`src/rtl/cvg_pkg.sv`:
```
package cvg_pkg;

    typedef enum logic [2:0] {
        ST_IDLE   = 3'd0,
        ST_CONV   = 3'd1,
        ST_SETTLE = 3'd2,
        ST_BURST  = 3'd3,
        ST_ACQ    = 3'd4
    } cvg_state_e;

endpackage

```
`src/rtl/cvg_slot_ctr.sv`:
```
module cvg_slot_ctr #(
    parameter int SLOTS = 64,
    localparam int CW = $clog2(SLOTS)
) (
    input  logic          clk_ref,
    input  logic          rst_n,
    input  logic          clear,
    input  logic          hold,
    output logic [CW-1:0] slot_q
);

    localparam logic [CW-1:0] LAST = CW'(SLOTS - 1);

    logic [CW-1:0] slot_d;

    always_comb begin
        if (clear || hold) begin
            slot_d = clear ? '0 : slot_q;
        end else if (slot_q == LAST) begin
            slot_d = '0;
        end else begin
            slot_d = slot_q + 1'b1;
        end
    end

    always_ff @(posedge clk_ref or negedge rst_n) begin
        if (!rst_n) slot_q <= '0;
        else        slot_q <= slot_d;
    end

    // the frame index wraps from the last slot straight to zero
    a_r2_slot_wrap: assert property (@(posedge clk_ref) disable iff (!rst_n)
        (slot_q == LAST && !clear && !hold) |=> (slot_q == '0));

    // a clear always lands the index on slot zero
    a_r9_clear_zero: assert property (@(posedge clk_ref) disable iff (!rst_n)
        clear |=> (slot_q == '0));

endmodule

```
`src/rtl/cvg_burst_seq.sv`:
```
module cvg_burst_seq #(
    parameter int PER    = 3,
    parameter int HIGH   = 1,
    parameter int PULSES = 19,
    localparam int PHW = (PER > 1) ? $clog2(PER) : 1,
    localparam int PCW = (PULSES > 1) ? $clog2(PULSES) : 1
) (
    input  logic clk_ref,
    input  logic rst_n,
    input  logic advance,
    input  logic enter,
    output logic hi_d,
    output logic last
);

    logic [PHW-1:0] phase_q, phase_d;
    logic [PCW-1:0] pulse_q, pulse_d;

    always_comb begin
        phase_d = phase_q;
        pulse_d = pulse_q;
        if (!advance || enter) begin
            phase_d = '0;
            pulse_d = '0;
        end else if (phase_q == PHW'(PER - 1)) begin
            phase_d = '0;
            pulse_d = pulse_q + 1'b1;
        end else begin
            phase_d = phase_q + 1'b1;
        end
    end

    always_ff @(posedge clk_ref or negedge rst_n) begin
        if (!rst_n) begin
            phase_q <= '0;
            pulse_q <= '0;
        end else begin
            phase_q <= phase_d;
            pulse_q <= pulse_d;
        end
    end

    assign hi_d = advance && (phase_d < PHW'(HIGH));
    assign last = (pulse_q == PCW'(PULSES - 1)) && (phase_q == PHW'(HIGH - 1));

    // the pulse index never runs past the burst length
    a_r7_pulse_bound: assert property (@(posedge clk_ref) disable iff (!rst_n)
        pulse_q < PCW'(PULSES));

    // the phase index stays within one bit-clock period
    a_r6_phase_bound: assert property (@(posedge clk_ref) disable iff (!rst_n)
        phase_q < PHW'(PER));

endmodule

```
`src/rtl/cvg_frame_gen.sv`:
```
module cvg_frame_gen
    import cvg_pkg::*;
#(
    parameter int SLOTS  = 64,
    parameter int CONV_W = 1,
    parameter int LEAD   = 4,
    parameter int PER    = 3,
    parameter int HIGH   = 1,
    parameter int PULSES = 19
) (
    input  logic clk_ref,
    input  logic rst_n,
    input  logic en,
    output logic convert,
    output logic bit_clk,
    output logic frame_start
);

    localparam int CW = $clog2(SLOTS);

    cvg_state_e    state_q, state_d;
    logic [CW-1:0] slot_q;
    logic          burst_hi_d;
    logic          burst_last;
    logic          enter_burst;
    logic          in_burst_d;
    logic          idle_now;

    assign idle_now    = (state_q == ST_IDLE);
    assign in_burst_d  = (state_d == ST_BURST);
    assign enter_burst = in_burst_d && (state_q != ST_BURST);

    cvg_slot_ctr #(.SLOTS(SLOTS)) u_slot (
        .clk_ref (clk_ref),
        .rst_n   (rst_n),
        .clear   (!en),
        .hold    (idle_now),
        .slot_q  (slot_q)
    );

    cvg_burst_seq #(.PER(PER), .HIGH(HIGH), .PULSES(PULSES)) u_burst (
        .clk_ref (clk_ref),
        .rst_n   (rst_n),
        .advance (in_burst_d),
        .enter   (enter_burst),
        .hi_d    (burst_hi_d),
        .last    (burst_last)
    );

    // next-state decode
    always_comb begin
        state_d = state_q;
        if (!en) begin
            state_d = ST_IDLE;
        end else begin
            unique case (state_q)
                ST_IDLE:   state_d = ST_CONV;
                ST_CONV:   if (slot_q == CW'(CONV_W - 1)) state_d = ST_SETTLE;
                ST_SETTLE: if (slot_q == CW'(LEAD - 1))   state_d = ST_BURST;
                ST_BURST:  if (burst_last)                state_d = ST_ACQ;
                ST_ACQ:    if (slot_q == CW'(SLOTS - 1))  state_d = ST_CONV;
                default:   state_d = ST_IDLE;
            endcase
        end
    end

    // state register
    always_ff @(posedge clk_ref or negedge rst_n) begin
        if (!rst_n) state_q <= ST_IDLE;
        else        state_q <= state_d;
    end

    // registered outputs
    always_ff @(posedge clk_ref or negedge rst_n) begin
        if (!rst_n) begin
            convert     <= 1'b0;
            bit_clk     <= 1'b0;
            frame_start <= 1'b0;
        end else begin
            convert     <= (state_d == ST_CONV);
            bit_clk     <= burst_hi_d;
            frame_start <= (state_d == ST_CONV) && (state_q != ST_CONV);
        end
    end

    // convert and bit clock never overlap
    a_r10_no_overlap: assert property (@(posedge clk_ref) disable iff (!rst_n)
        convert |-> !bit_clk);

    // the frame strobe only accompanies convert
    a_r4_strobe_with_conv: assert property (@(posedge clk_ref) disable iff (!rst_n)
        frame_start |-> convert);

    // the frame strobe coincides with the counter at slot zero
    a_r4_strobe_slot0: assert property (@(posedge clk_ref) disable iff (!rst_n)
        frame_start |-> (slot_q == '0));

    // a low enable silences every output on the next cycle
    a_r9_disable_quiet: assert property (@(posedge clk_ref) disable iff (!rst_n)
        !en |=> (!convert && !bit_clk && !frame_start));

    generate
        if (CONV_W == 1) begin : g_conv_one
            // convert lasts a single cycle
            a_r3_conv_single: assert property (@(posedge clk_ref) disable iff (!rst_n)
                convert |=> !convert);
        end
        if (HIGH == 1) begin : g_high_one
            // each bit-clock high phase lasts a single cycle
            a_r6_high_single: assert property (@(posedge clk_ref) disable iff (!rst_n)
                bit_clk |=> !bit_clk);
        end
    endgenerate

endmodule

```
`config.mk`:
```
export PLATFORM = sky130hd
export DESIGN_NAME = cvg_frame_gen
export DESIGN_NICKNAME = d
export VERILOG_FILES = /design/src/rtl/cvg_pkg.sv /design/src/rtl/cvg_slot_ctr.sv /design/src/rtl/cvg_burst_seq.sv /design/src/rtl/cvg_frame_gen.sv
export SDC_FILE = /design/constraint.sdc
export NUM_CORES = 1
export LEC_CHECK = 0
export BUFFER_PORTS_ARGS = -buffer_cell sky130_fd_sc_hd__buf_2
export CAP_MARGIN = 20
export CORE_AREA = 3 3 51 53
export DETAILED_ROUTE_END_ITERATION = 7
export DIE_AREA = 0 0 54 56
export PLACE_DENSITY = 0.64
export SYNTH_ARGS = -nofsm -noshare
export SYNTH_HDL_FRONTEND = slang
export SYNTH_HIERARCHICAL = 1
export SYNTH_SLANG_ARGS = --single-unit
```
`constraint.sdc`:
```
create_clock -name clk_ref -period 5.1 [get_ports clk_ref]
set_input_delay 1.53 -clock clk_ref [delete_from_list [all_inputs] [get_ports clk_ref]]
set_output_delay 1.53 -clock clk_ref [all_outputs]
set_load 0.1 [all_outputs]
```
==> impl_metrics.py, run 1 <==
metrics = {
    "floorplanning": {
        "initial_core_util_pct": 48.4,
        "die_h_um": 56,
        "die-area_um2": 3020,
        "io_pins": 6,
        "coreArea_um2": 2190,
        "rows": 17,
        "die_w_um": 54,
    },
    "timing": {
        "setup_tns_ps": 0,
        "worst_pin_slew_ps": 779,
        "grt_setup_unrepaired": "no",
        "setup_viol": 0,
        "period_share_pct": 50.7,
        "finalMaxSlewViolations": 0,
        "fin_crit_ps": 2580,
        "slew_headroom_pct": 47.7,
        "finalClockSkew_ps": 8.43,
        "hold_viol": 0,
        "fmax_ghz": 0.387,
    },
    "setup_path": {
        "cp.required_ps": 3570,
        "cp-end-kind": "output port",
        "crit_fanout": 1,
        "max_stage_delay_ps": 420,
        "ff2ff_path_depth": 6,
        "crit_cells": 1,
        "start_kind": "register",
        "path_delay_family": "buffers and inverters",
        "crit_buf_inv": 1,
        "cp.arrival_ps": 1050,
        "cp_cell_sequence": "buf_2",
        "path_class": "reg2out",
        "slowest_stage": "buf_2",
    },
    "global_route": {
        "grt_max_degree": 20,
        "grt_overflow": 0,
        "busiest_layer": "met2",
        "grtUsageTotal_pct": 16.1,
        "groute.layer.met1.usage_pct": 19.4,
        "grt_pass1_vias": 847,
        "grt_use_met3_pct": 1.88,
        "antenna_found_initial": 0,
        "grt_pass1_wl_mm": 3.65,
        "use_met2_pct": 26.3,
    },
    "placement": {
        "place_area_um2": 1110,
        "hpwl_mm": 1.47,
        "portBuffers": 5,
        "gp_congestion": 0.730,
    },
    "cts": {
        "cts_tree": "yes",
        "htree_levels": 1,
        "insertion_delay_ps": 300,
        "post_cts_buffers": 0,
        "clock-sinks": 19,
        "cts_hold_buf": 0,
        "path_clk_slew_ps": 110,
        "cts_root_buf": "clkbuf_4",
        "cts_resized": 0,
        "cts_buffer_depth": 2,
        "cts_inserted_buffers": 3,
    },
    "synthesis": {
        "ys_types": 34,
        "syn_inst": 111,
        "async_reset_ff_share_pct": 100,
        "yosys.cell_count.top_type": "dfrtp_1",
        "synth_edf_count": 0,
        "synth_ff_type": "dfrtp_1",
        "synth-seq-cells": 19,
        "syn_area_um2": 1060,
        "ys_top_cells_by_count": "19 x dfrtp_1, 11 x nor2_1, 10 x nand2_1",
        "yosysSeqAreaShare_pct": 44.8,
        "ys_top_cells_by_area": "dfrtp_1 45%, a21oi_1 4.2%, nor2_1 3.9%",
        "yosys_warnings": 6,
        "syn_avg_cell_area_um2": 9.56,
        "syn_nets": 117,
        "synth_top_area_share_pct": 44.8,
        "synth_top_cell_by_area": "dfrtp_1",
    },
    "finish": {
        "finish.net_count": 124,
        "finish.instance_area_um2": 1130,
        "syn2layout_area_growth_pct": 6.96,
        "n_antenna_cell": 0,
        "drive_gt1_share_pct": 15.4,
    },
    "job": {
        "cap_violations": 0,
    },
    "detailed_routing": {
        "drt_first_pass_iters": 4,
        "routed_via_density": 5.79,
        "post_drt_wl_per_cell_um": 14.5,
        "drc": 0,
        "postRouteAntennaNets": 0,
        "dr.first_iter.drc_count": 17,
        "totalWireLength_mm": 2.10,
        "vias": 839,
    },
    "worst_hold_path": {
        "hold_class": "reg2reg",
        "holdPathStages": 2,
    },
    "power": {
        "p_leak_nw": 0.462,
        "powerDensity_nw_per_um2": 465,
        "ir_worst_vdd_v": 0.000299,
    },
    "status": {
        "status": "completed",
    },
}
==> routing by layer <==
metal | part of all wire [%] | vias to the layer above
met2 | 53 | 15
met3 | 2.7 | 5
met1 | 43 | 405
li1 | - | 414
met4 | 2.0 | 0
met5 | 0 | -
==> state kept, by name, summed over array words and instances, names as in the netlist <==
| name | count |
|---|---|
| convert | 1 |
| u_burst/phase_q | 2 |
| frame_start | 1 |
| bit_clk | 1 |
| state_q | 3 |
| u_burst/pulse_q | 5 |
| u_slot/slot_q | 6 |
==> worst reg2reg max path, cell delays in order (launching register included) <==
cell	delay [ps]
dfrtp_1	440
or4_4	590
nand2b_1	170
a31oi_1	400
a2111oi_2	150
nand2b_1	280
a211oi_1	230
==> final timing paths <==
check / to / slack (ps) / startpoint
worst min register to register: u_burst/pulse_q[4] / 570 / u_burst/pulse_q[4]
min in group asynchronous: convert / 1140 / rst_n
max in group asynchronous: u_slot/slot_q[2] / 3660 / rst_n
worst max-delay path: frame_start / 2520 / frame_start
worst min-delay path: u_burst/pulse_q[4] / 570 / u_burst/pulse_q[4]
worst max register to register: u_burst/pulse_q[1] / 2730 / u_slot/slot_q[5]
==> cells in the final DEF, fill, tap and decap left out, drive strengths merged, types with 4 or more instances in the layout <==
master	synthesis	layout
dfrtp	19	19
nand3	5	5
buf	1	5
clkbuf	2	4
nor2	11	11
or3	4	4
nand2	10	10
nand2b	4	4
nor3	6	6
o21ai	5	5
a21oi	10	10
==> cell type report <==
class	count	area, µm²
sequential	19	475
inverter	3	11.3
clock buffer	4	26.3
fill	213	1060
tap	28	35.0
multi-input combinational	86	562
timing repair buffer	5	25.0
==> kinds of logic after synthesis <==
group / share of synthesized area [%]
and+or+nand+nor: 29.4
AOI/OAI and AO/OA: 15.8
DFF: 44.8
buffers and inverters: 2.24
xor gates and xnor gates: 3.30
adders and majority gates: 3.54
muxes: 0.943
==> power by group <==
| part | internal, mW | total [mW] | switching (mW) |
|---|---|---|---|
| clock network | 0.0305 | 0.0770 | 0.0465 |
| logic | 0.0800 | 0.225 | 0.146 |
| registers | 0.175 | 0.225 | 0.0494 |
| total | 0.286 | 0.527 | 0.241 |
==> through the flow <==
| step | setup slack (ps) | power, mW | util [%] | hold WS, ps | instances |
|---|---|---|---|---|---|
| after floorplan | 2650 | 0.406 | - | 466 | 111 |
| after global placement | 2420 | 0.441 | 50.6 | 510 | 141 |
| after detailed placement | 2310 | 0.451 | 50.6 | 561 | 141 |
| after CTS | 2510 | 0.528 | 51.8 | 575 | 145 |
| after global routing | 2460 | 0.565 | 51.8 | 618 | 145 |
| final | 2520 | 0.527 | 51.8 | 571 | 145 |
(Power assumes the default switching activity.)
==> run 2: changes to the inputs <==
ABC_AREA = 1   (was unset)
PLACE_DENSITY = 0.65   (was 0.64)
clock period = 2.4 ns   (was 5.1 ns; I/O delays follow)
==> run 2 against run 1 <==
Count of clock-buffer cells in the layout is the same. Sequential power grew 85%. First-iteration DRC count is 24% lower. Critical path type is now reg2reg. Combinational power rose by 140%. Largest power group is now combinational logic. Non-clock buffer count is 2 higher. Power is 110% higher.
==> impl_metrics.py, run 2 <==
metrics = {
    "finish": {
        "fin_util_pct": 55.3,
        "finish.instance_area_um2": 1210,
        "drive_gt1_share_pct": 18.5,
        "layout_common_cells": "39 x nand2_1, 23 x nor2_1, 20 x inv_1",
        "syn2layout_area_growth_pct": 11.3,
        "top_register": "u_slot/slot_q",
        "final_common_cell": "nand2_1",
        "top_regs": "u_slot/slot_q (6), u_burst/pulse_q (5), state_q (3)",
        "n_antenna_cell": 0,
        "largest_reg_flops": 6,
        "final_cells": 190,
        "finish.net_count": 169,
    },
    "detailed_routing": {
        "dr.first_iter.drc_count": 13,
        "routed_via_density": 5.09,
        "vias": 967,
        "post_drt_wl_per_cell_um": 12.1,
        "postRouteAntennaNets": 0,
        "totalWireLength_mm": 2.30,
        "drc": 0,
        "drt_first_pass_iters": 4,
    },
    "power": {
        "powerDensity_nw_per_um2": 928,
        "p_sw_share_pct": 49.0,
        "ir_worst_vdd_v": 0.000632,
        "p_sw_uw": 551,
        "p_total_mw": 1.13,
        "clkPwrFrac_pct": 15.1,
        "power.internal_uw": 574,
        "pwr-share-comb_pct": 47.9,
        "p_leak_nw": 0.607,
        "sequentialPowerShare_pct": 37.0,
    },
    "timing": {
        "slew_headroom_pct": 68.0,
        "worst_pin_slew_ps": 483,
        "fmax_ghz": 0.470,
        "grt_setup_unrepaired": "no",
        "timing.hold.ws_ps": 338,
        "finalClockSkew_ps": 1.59,
        "fin_crit_ps": 2130,
        "setup_viol": 0,
        "period_share_pct": 88.6,
        "setup_tns_ps": 0,
        "finalMaxSlewViolations": 0,
        "final.setup.worst_slack_ps": 272,
        "hold_viol": 0,
    },
    "placement": {
        "portBuffers": 5,
        "hpwl_mm": 1.75,
        "gp_congestion": 0.886,
        "dp.cells": 184,
        "place_area_um2": 1150,
        "preCtsSetupSlack_ps": 69.4,
    },
    "cts": {
        "cts_tree": "yes",
        "cts_root_buf": "clkbuf_4",
        "cts_hold_buf": 0,
        "cts_inserted_buffers": 3,
        "cts_buffer_depth": 2,
        "htree_levels": 1,
        "insertion_delay_ps": 300,
        "clock-sinks": 19,
        "path_clk_slew_ps": 110,
    },
    "job": {
        "cap_violations": 0,
    },
    "floorplanning": {
        "coreArea_um2": 2190,
        "die-area_um2": 3020,
        "die_w_um": 54,
        "initial_core_util_pct": 49.7,
        "io_pins": 6,
        "die_h_um": 56,
        "rows": 17,
    },
    "global_route": {
        "groute.layer.met1.usage_pct": 23.7,
        "grt_pass1_vias": 946,
        "grt_pass1_wl_mm": 4.02,
        "grt_overflow": 0,
        "antenna_found_initial": 0,
        "grt_use_met3_pct": 3.22,
        "grtUsageTotal_pct": 17.8,
        "grt_max_degree": 20,
        "use_met2_pct": 27.9,
        "busiest_layer": "met2",
    },
    "synthesis": {
        "syn_nets": 157,
        "yosys_warnings": 6,
        "yosys.cell_count.top_type": "nand2_1",
        "syn_inst": 151,
        "syn_area_um2": 1090,
        "async_reset_ff_share_pct": 100,
        "synth_top_cell_by_area": "dfrtp_1",
        "synth_edf_count": 0,
        "synth_ff_type": "dfrtp_1",
        "synth_top_area_share_pct": 43.6,
        "ys_top_cells_by_count": "39 x nand2_1, 24 x nor2_1, 20 x inv_1",
        "ys_types": 21,
        "synth-seq-cells": 19,
        "yosysSeqAreaShare_pct": 43.6,
        "syn_avg_cell_area_um2": 7.22,
        "ys_top_cells_by_area": "dfrtp_1 44%, nand2_1 13%, nor2_1 8.3%",
    },
    "status": {
        "status": "completed",
    },
    "setup_path": {
        "cp.required_ps": 2610,
        "cp.arrival_ps": 2340,
        "slowest_stage": "dfrtp_1",
        "max_stage_delay_ps": 410,
        "crit_fanout": 3,
        "path_class": "reg2reg",
        "cp-end-kind": "register",
        "cp_cell_sequence": "inv_1, ha_1, nand2_1, nor4_4, inv_1, o21ai_2, inv_1, nor2_2, nor2_4, nand2_1, nor2_1, inv_1, nand2_1, o31ai_1",
        "path_common_cell": "inv_1",
        "start_kind": "register",
    },
    "worst_hold_path": {
        "hold_class": "in2async",
    },
}
-- run 2: logic make-up (layout without fill, tap and decap cells) --
kind of cell	after synthesis	count (layout)	share of synthesized area (%)
flops	19	19	43.6
buf+inv	26	37	8.95
simple gates	89	89	36.5
fa+ha+maj	3	3	3.44
compound gates	14	14	7.46
-- run 2: power by group through the flow --
stage / clock [mW] / combinational (mW) / sequential [mW]
after floorplan: 0 / 0.291 / 0.542
after global placement: 0 / 0.496 / 0.422
after detailed placement: 0 / 0.511 / 0.423
after CTS: 0.174 / 0.512 / 0.417
after global routing: 0.197 / 0.606 / 0.427
final: 0.170 / 0.539 / 0.416
-- run 2: what timing repair did --
| item | 4_1_cts | 5_1_grt |
|---|---|---|
| setup buffers | 0 | 2 |
| endpoints found under the setup margin | 0 | 7 |
| gates resized for setup | 0 | 4 |
-- run 2: layer usage --
metal / wire (µm) / vias to the layer above
li1: - / 489
met1: 1020 / 465
met2: 1190 / 9
met3: 65 / 4
met4: 30 / 0
met5: 0 / -
-- run 2: final timing paths --
kind                               startpoint                 end  slack [ps]  depth (start not counted)
min in group clk_ref       u_burst/phase_q[1]  u_burst/phase_q[1]         530                          1
max reg2reg                u_burst/pulse_q[0]  u_burst/pulse_q[1]         270                         14
max                        u_burst/pulse_q[0]  u_burst/pulse_q[1]         270                         14
min                                     rst_n  u_burst/pulse_q[2]         340                          1
max in group asynchronous               rst_n  u_burst/pulse_q[1]        1760                          1
min reg2reg                u_burst/phase_q[1]  u_burst/phase_q[1]         530                          1
-- run 2: critical path: cells and delay by family (launching register included) --
| kind | cells | cell delay [ps] |
|---|---|---|
| AND/OR/NAND/NOR | 7 | 760 |
| adder cells (fa/ha/maj) | 1 | 150 |
| AO/OA/AOI/OAI | 2 | 380 |
| buffers and inverters | 4 | 330 |
| flip-flops | 1 | 410 |
-- run 2: layout make-up --
class / count / area [µm²]
multi-input combinational: 106 / 538
timing repair buffer: 7 / 40.0
fill: 215 / 978
clock buffer: 4 / 26.3
sequential: 19 / 475
tap: 28 / 35.0
inverter: 26 / 97.6
